## config.mk

```make
export PLATFORM = sky130hd
export DESIGN_NAME = defl_node_ctrl
export DESIGN_NICKNAME = d
export VERILOG_FILES = /design/src/rtl/defl_pkg.sv /design/src/rtl/defl_port_sel.sv /design/src/rtl/defl_route_cmp.sv /design/src/rtl/defl_slot_fsm.sv /design/src/rtl/defl_node_ctrl.sv
export SDC_FILE = /design/constraint.sdc
export NUM_CORES = 1
export LEC_CHECK = 0
export ABC_AREA = 1
export CORE_AREA = 2 2 39 41
export CTS_CLUSTER_SIZE = 30
export DETAILED_ROUTE_END_ITERATION = 10
export DIE_AREA = 0 0 41 43
export GPL_TIMING_DRIVEN = 0
export PLACE_DENSITY = 0.39
export SYNTH_ARGS = -nofsm -noshare
export SYNTH_HDL_FRONTEND = slang
export SYNTH_SLANG_ARGS = --single-unit
```

## constraint.sdc

```tcl
create_clock -name clk -period 0.8 [get_ports clk]
set_input_delay 0.12 -clock clk [delete_from_list [all_inputs] [get_ports clk]]
set_output_delay 0.12 -clock clk [all_outputs]
set_load 0.05 [all_outputs]
```

## src/rtl/defl_pkg.sv

```systemverilog
package defl_pkg;
    typedef enum logic [1:0] {
        ST_IDLE    = 2'd0,
        ST_INGRESS = 2'd1,
        ST_DEFLECT = 2'd2
    } node_state_e;

    localparam int GATE_SOUTH = 0;
    localparam int GATE_EAST  = 1;
endpackage

```

## src/rtl/defl_port_sel.sv

```systemverilog
module defl_port_sel #(
    parameter int ADDR_W = 4
) (
    input  logic              west_frame,
    input  logic [ADDR_W-1:0] west_addr,
    input  logic              north_frame,
    input  logic [ADDR_W-1:0] north_addr,
    output logic              pkt_valid,
    output logic [ADDR_W-1:0] pkt_addr
);
    // Same-cylinder traffic wins; the outer node is told to hold off via defl_out.
    always_comb begin
        pkt_valid = west_frame | north_frame;
        pkt_addr  = west_frame ? west_addr : north_addr;
    end
endmodule

```

## src/rtl/defl_route_cmp.sv

```systemverilog
module defl_route_cmp #(
    parameter int NUM_CYL    = 3,
    parameter int CYL_IDX    = 1,
    parameter int HEIGHT     = 2,
    parameter int ANGLE_BITS = 2,
    parameter int ANGLE_VAL  = 1,
    localparam int HBITS     = NUM_CYL - 1,
    localparam int ADDR_W    = HBITS + ANGLE_BITS
) (
    input  logic [ADDR_W-1:0] pkt_addr,
    input  logic              block_in,
    output logic              want_south
);
    localparam logic [ANGLE_BITS-1:0] ANGLE_CODE = ANGLE_BITS'(ANGLE_VAL);

    generate
        if (CYL_IDX == NUM_CYL - 1) begin : g_inner
            logic unused_inner;
            assign unused_inner = ^{pkt_addr, block_in};
            assign want_south   = (pkt_addr[ANGLE_BITS-1:0] == ANGLE_CODE);
        end else begin : g_outer
            localparam logic [HBITS-1:0] HCODE = HBITS'(HEIGHT);
            logic addr_bit;
            logic height_bit;
            assign addr_bit   = pkt_addr[ADDR_W-1-CYL_IDX];
            assign height_bit = HCODE[HBITS-1-CYL_IDX];
            assign want_south = (addr_bit == height_bit) && !block_in;
        end
    endgenerate
endmodule

```

## src/rtl/defl_slot_fsm.sv

```systemverilog
module defl_slot_fsm
    import defl_pkg::*;
(
    input  logic       clk,
    input  logic       rst_n,
    input  logic       slot_tick,
    input  logic       pkt_valid,
    input  logic       want_south,
    output logic [1:0] gate_en,
    output logic       defl_out
);
    node_state_e state_q, state_d;

    always_comb begin
        state_d = state_q;
        if (slot_tick) begin
            if (!pkt_valid)      state_d = ST_IDLE;
            else if (want_south) state_d = ST_INGRESS;
            else                 state_d = ST_DEFLECT;
        end
    end

    always_ff @(posedge clk) begin
        if (!rst_n) state_q <= ST_IDLE;
        else        state_q <= state_d;
    end

    always_comb begin
        gate_en  = 2'b00;
        defl_out = 1'b0;
        unique case (state_q)
            ST_IDLE:    ;
            ST_INGRESS: gate_en[GATE_SOUTH] = 1'b1;
            ST_DEFLECT: begin
                gate_en[GATE_EAST] = 1'b1;
                defl_out           = 1'b1;
            end
            default:    ;
        endcase
    end

    AST_GATES_EXCLUSIVE: assert property (@(posedge clk) disable iff (!rst_n)
        $countones(gate_en) <= 1);
    AST_HOLD_NO_TICK: assert property (@(posedge clk) disable iff (!rst_n)
        !slot_tick |=> $stable(gate_en) && $stable(defl_out));
    AST_DEFL_WITH_EAST: assert property (@(posedge clk) disable iff (!rst_n)
        slot_tick && pkt_valid && !want_south |=> defl_out && gate_en[GATE_EAST]);
endmodule

```

## src/rtl/defl_node_ctrl.sv

```systemverilog
module defl_node_ctrl #(
    parameter int NUM_CYL    = 3,
    parameter int CYL_IDX    = 1,
    parameter int HEIGHT     = 2,
    parameter int ANGLE_BITS = 2,
    parameter int ANGLE_VAL  = 1,
    localparam int ADDR_W    = NUM_CYL - 1 + ANGLE_BITS
) (
    input  logic              clk,
    input  logic              rst_n,
    input  logic              slot_tick,
    input  logic              west_frame,
    input  logic [ADDR_W-1:0] west_addr,
    input  logic              north_frame,
    input  logic [ADDR_W-1:0] north_addr,
    input  logic              block_in,
    output logic [1:0]        gate_en,
    output logic              defl_out
);
    logic              pkt_valid;
    logic [ADDR_W-1:0] pkt_addr;
    logic              want_south;

    defl_port_sel #(.ADDR_W(ADDR_W)) u_sel (
        .west_frame (west_frame),
        .west_addr  (west_addr),
        .north_frame(north_frame),
        .north_addr (north_addr),
        .pkt_valid  (pkt_valid),
        .pkt_addr   (pkt_addr)
    );

    defl_route_cmp #(
        .NUM_CYL   (NUM_CYL),
        .CYL_IDX   (CYL_IDX),
        .HEIGHT    (HEIGHT),
        .ANGLE_BITS(ANGLE_BITS),
        .ANGLE_VAL (ANGLE_VAL)
    ) u_cmp (
        .pkt_addr  (pkt_addr),
        .block_in  (block_in),
        .want_south(want_south)
    );

    defl_slot_fsm u_fsm (
        .clk       (clk),
        .rst_n     (rst_n),
        .slot_tick (slot_tick),
        .pkt_valid (pkt_valid),
        .want_south(want_south),
        .gate_en   (gate_en),
        .defl_out  (defl_out)
    );

    AST_IDLE_NO_FRAME: assert property (@(posedge clk) disable iff (!rst_n)
        slot_tick && !west_frame && !north_frame |=> gate_en == 2'b00 && !defl_out);

    generate
        if (CYL_IDX == NUM_CYL - 1) begin : g_chk_inner
            AST_INNER_EXIT: assert property (@(posedge clk) disable iff (!rst_n)
                slot_tick && west_frame && (west_addr[ANGLE_BITS-1:0] == ANGLE_BITS'(ANGLE_VAL))
                |=> gate_en[0]);
        end else begin : g_chk_outer
            AST_BLOCK_FORCES_EAST: assert property (@(posedge clk) disable iff (!rst_n)
                slot_tick && block_in && (west_frame || north_frame) |=> !gate_en[0]);
        end
    endgenerate
endmodule

```

==> results_dict.tcl, run 1 <==
set metrics [dict create \
    outcome "complete, but fails checks" \
    violations "negative setup slack" \
    firstDrtPassIters 1 \
    p_per_area_nw_per_um2 1432 \
    cts_buffers 3 \
    grt_pass1_vias 164 \
    synth_cell_types 9 \
    power_leakage_nw 0.1748 \
    num-nets-final 55 \
    cp_max_fo 3 \
    yosys_warnings 0 \
    die_h_um 43 \
    worstSetupStartpointType "flop" \
    gr-usage-all-layers_pct 3.808 \
    syn_nets 40 \
    post_drt_wl_per_cell_um 5.982 \
    rows 14 \
    grt_start_max_net_pins 5 \
    cts_tree "done" \
    ctsHoldBuffers 0 \
    syn_inst 26 \
    final_critical_path_setup_slack_ps -230.2 \
    max_flop_register "u_fsm.state_q" \
    vias_per_cell 3.218 \
    pwr-share-comb_pct 28.8 \
    multi_input_comb_area_um2 86.33 \
    finClkSkew_ps 0 \
    ys_ff_latch 2 \
    dp_hpwl_um 285.1 \
    reg2reg_depth 2 \
    ioPinCount 17 \
    p_int_mw 0.3330 \
    initial_utilization_pct 10.40 \
    drive_gt1_share_pct 43.59 \
    final_cell_mix "7 x nand2_1, 5 x inv_1" \
    drc 0 \
    tns_ps -609.0 \
    antenna_found_initial 0 \
    timing.fmax_mhz 970.7 \
    period_share_pct 128.8 \
    hp-class "input pin to flop" \
    post_cts_buffers 0 \
    io_buffers 10 \
    largest_register_ffs 2 \
    tightestPinTransition_ps 150.4 \
    fp.coreArea_um2 1384 \
    p_switching_mw 0.1203 \
    critPathCapture "gate_en[1]" \
    finalWirelength_um 329 \
    slew_headroom_pct 89.97 \
    vias 177 \
    critPathCaptureType "output pin" \
    dpl_worst_slack_ps -683.0 \
    grt_pass1_wl_um 489 \
    die-width_um 41 \
    final_core_util_pct 22.88 \
    cap_violations 0 \
    ir_worst_vdd_v 0.0004136 \
    arrival_ps 910 \
    critical_path.startpoint "u_fsm.state_q[1]" \
    fin_crit_ps 1030 \
    synth-seq-area-share_pct 27.83 \
    synthToLayoutAreaGrowth_pct 120.0 \
    grt_overflow 0 \
    regArea_um2 42.54 \
    cp.required_ps 680 \
    cts_sinks 2 \
    antenna_cells 0 \
    seq_power_share_pct 24.9 \
    syn_avg_cell_area_um2 5.534 \
    drt_iter0_markers 0 \
    clkPwrFrac_pct 46.3 \
    rrSetupSlack_ps 210 \
    setup_violations 3 \
    maxSlewViolCount 0 \
    r2r-end "u_fsm.state_q[0]" \
    die-area_um2 1763 \
    htree_levels 1 \
    switching_share_pct 26.55 \
    clockRootBuffer "clkbuf_4" \
    rsz0062_at_grt "true" \
    layout_commonest_cell "nand2_1" \
    clock_latency_ps 210 \
    worstReg2RegStart "u_fsm.state_q[0]" \
    cts.path.max_buffers 2 \
    synth_area_um2 143.9 \
    min_from "block_in" \
    nFillCells 174 \
    drt.antenna.violating_nets 0 \
    gp_congestion 0.6120 \
    worstSetupPathType "flop to output pin" \
    cts.clk_slew.worst_paths_ps 30 \
    hold_violations 0 \
    reg.largest.list "u_fsm.state_q: 2 flops" \
]
stage by stage:
stage                     instance area (µm²)  hold slack [ps]  power (mW)  instances
after detailed placement                279.0            494.1      0.2455         52
after floorplan                         158.9            260.2      0.1880         26
final                                   316.6            284.8      0.4533         55
after global routing                    316.6            336.2      0.4767         55
after CTS                               309.0            321.5      0.4620         55
after global placement                  279.0            491.8      0.2451         52
layer usage:
layer  vias to the layer above  track usage, %  routed length [µm]
met3                         0               0                  19
met4                         0           2.000                   0
met2                         4           7.187                 181
met1                        74           3.834                 128
li1                         99               -                   -
met5                         -               0                   0
area by class of cell:
| type | count | area share, % |
|---|---|---|
| tap | 16 | 6.324 |
| buffer | 1 | 3.557 |
| inverter | 7 | 8.300 |
| multi-input combinational | 16 | 27.27 |
| timing repair buffer | 10 | 33.99 |
| clock buffer | 3 | 7.115 |
| sequential | 2 | 13.44 |
power groups by stage:
stage	Clock (mW)	Sequential (mW)	Combinational, mW
final	0.210	0.113	0.130
after floorplan	0	0.113	0.0749
after CTS	0.214	0.113	0.135
after global placement	0	0.114	0.131
after global routing	0.221	0.113	0.142
after detailed placement	0	0.114	0.131
synth_stat cells:
cell type,count,area (µm²)
a21oi_1,1,5.000
a21oi_2,1,8.760
buf_4,1,7.510
dfxtp_1,2,40.04
inv_1,7,26.28
nand2_1,7,26.28
nand3_1,1,5.000
nor2_1,5,18.77
nor2_2,1,6.260
worst max-delay path: stages (launching register included):
cell and delay [ps]:
dfxtp_2 340, inv_2 50, nor2_4 80, buf_6 100, buf_8 130
repair_timing:
item,4_1_cts,5_1_grt
endpoints found under the hold margin,0,0
setup endpoints to repair,5,5
resized for setup,28,3
pin swaps,4,4
cloned,0,0
how the worst min path moves through the flow:
stage                     slack, ps  cells past startpoint                to
after floorplan                 260                      2  u_fsm.state_q[0]
after CTS                       320                      4  u_fsm.state_q[1]
after global placement          490                      2  u_fsm.state_q[1]
after global routing            340                      6  u_fsm.state_q[0]
after detailed placement        490                      2  u_fsm.state_q[1]
final                           280                      6  u_fsm.state_q[0]
kinds of logic (layout without fill, tap and decap cells):
family          Yosys count  after routing  share of synthesized area [%]
simple gates             14             14                          39.13
buf+inv                   8             21                          23.48
compound gates            2              2                          9.563
flops                     2              2                          27.83
No activity file was read; power rests on OpenSTA's default activity.
==> inputs of run 2 (changes only) <==
--- a/config.mk
+++ b/config.mk
@@ -7,7 +7,7 @@
 export LEC_CHECK = 0
 export ABC_AREA = 1
 export CORE_AREA = 2 2 39 41
-export CTS_CLUSTER_SIZE = 30
+export CTS_CLUSTER_SIZE = 14
 export DETAILED_ROUTE_END_ITERATION = 10
 export DIE_AREA = 0 0 41 43
 export GPL_TIMING_DRIVEN = 0
==> results of run 2 <==
Same layout as run 1: the final DEF is identical, and so are final timing and power.
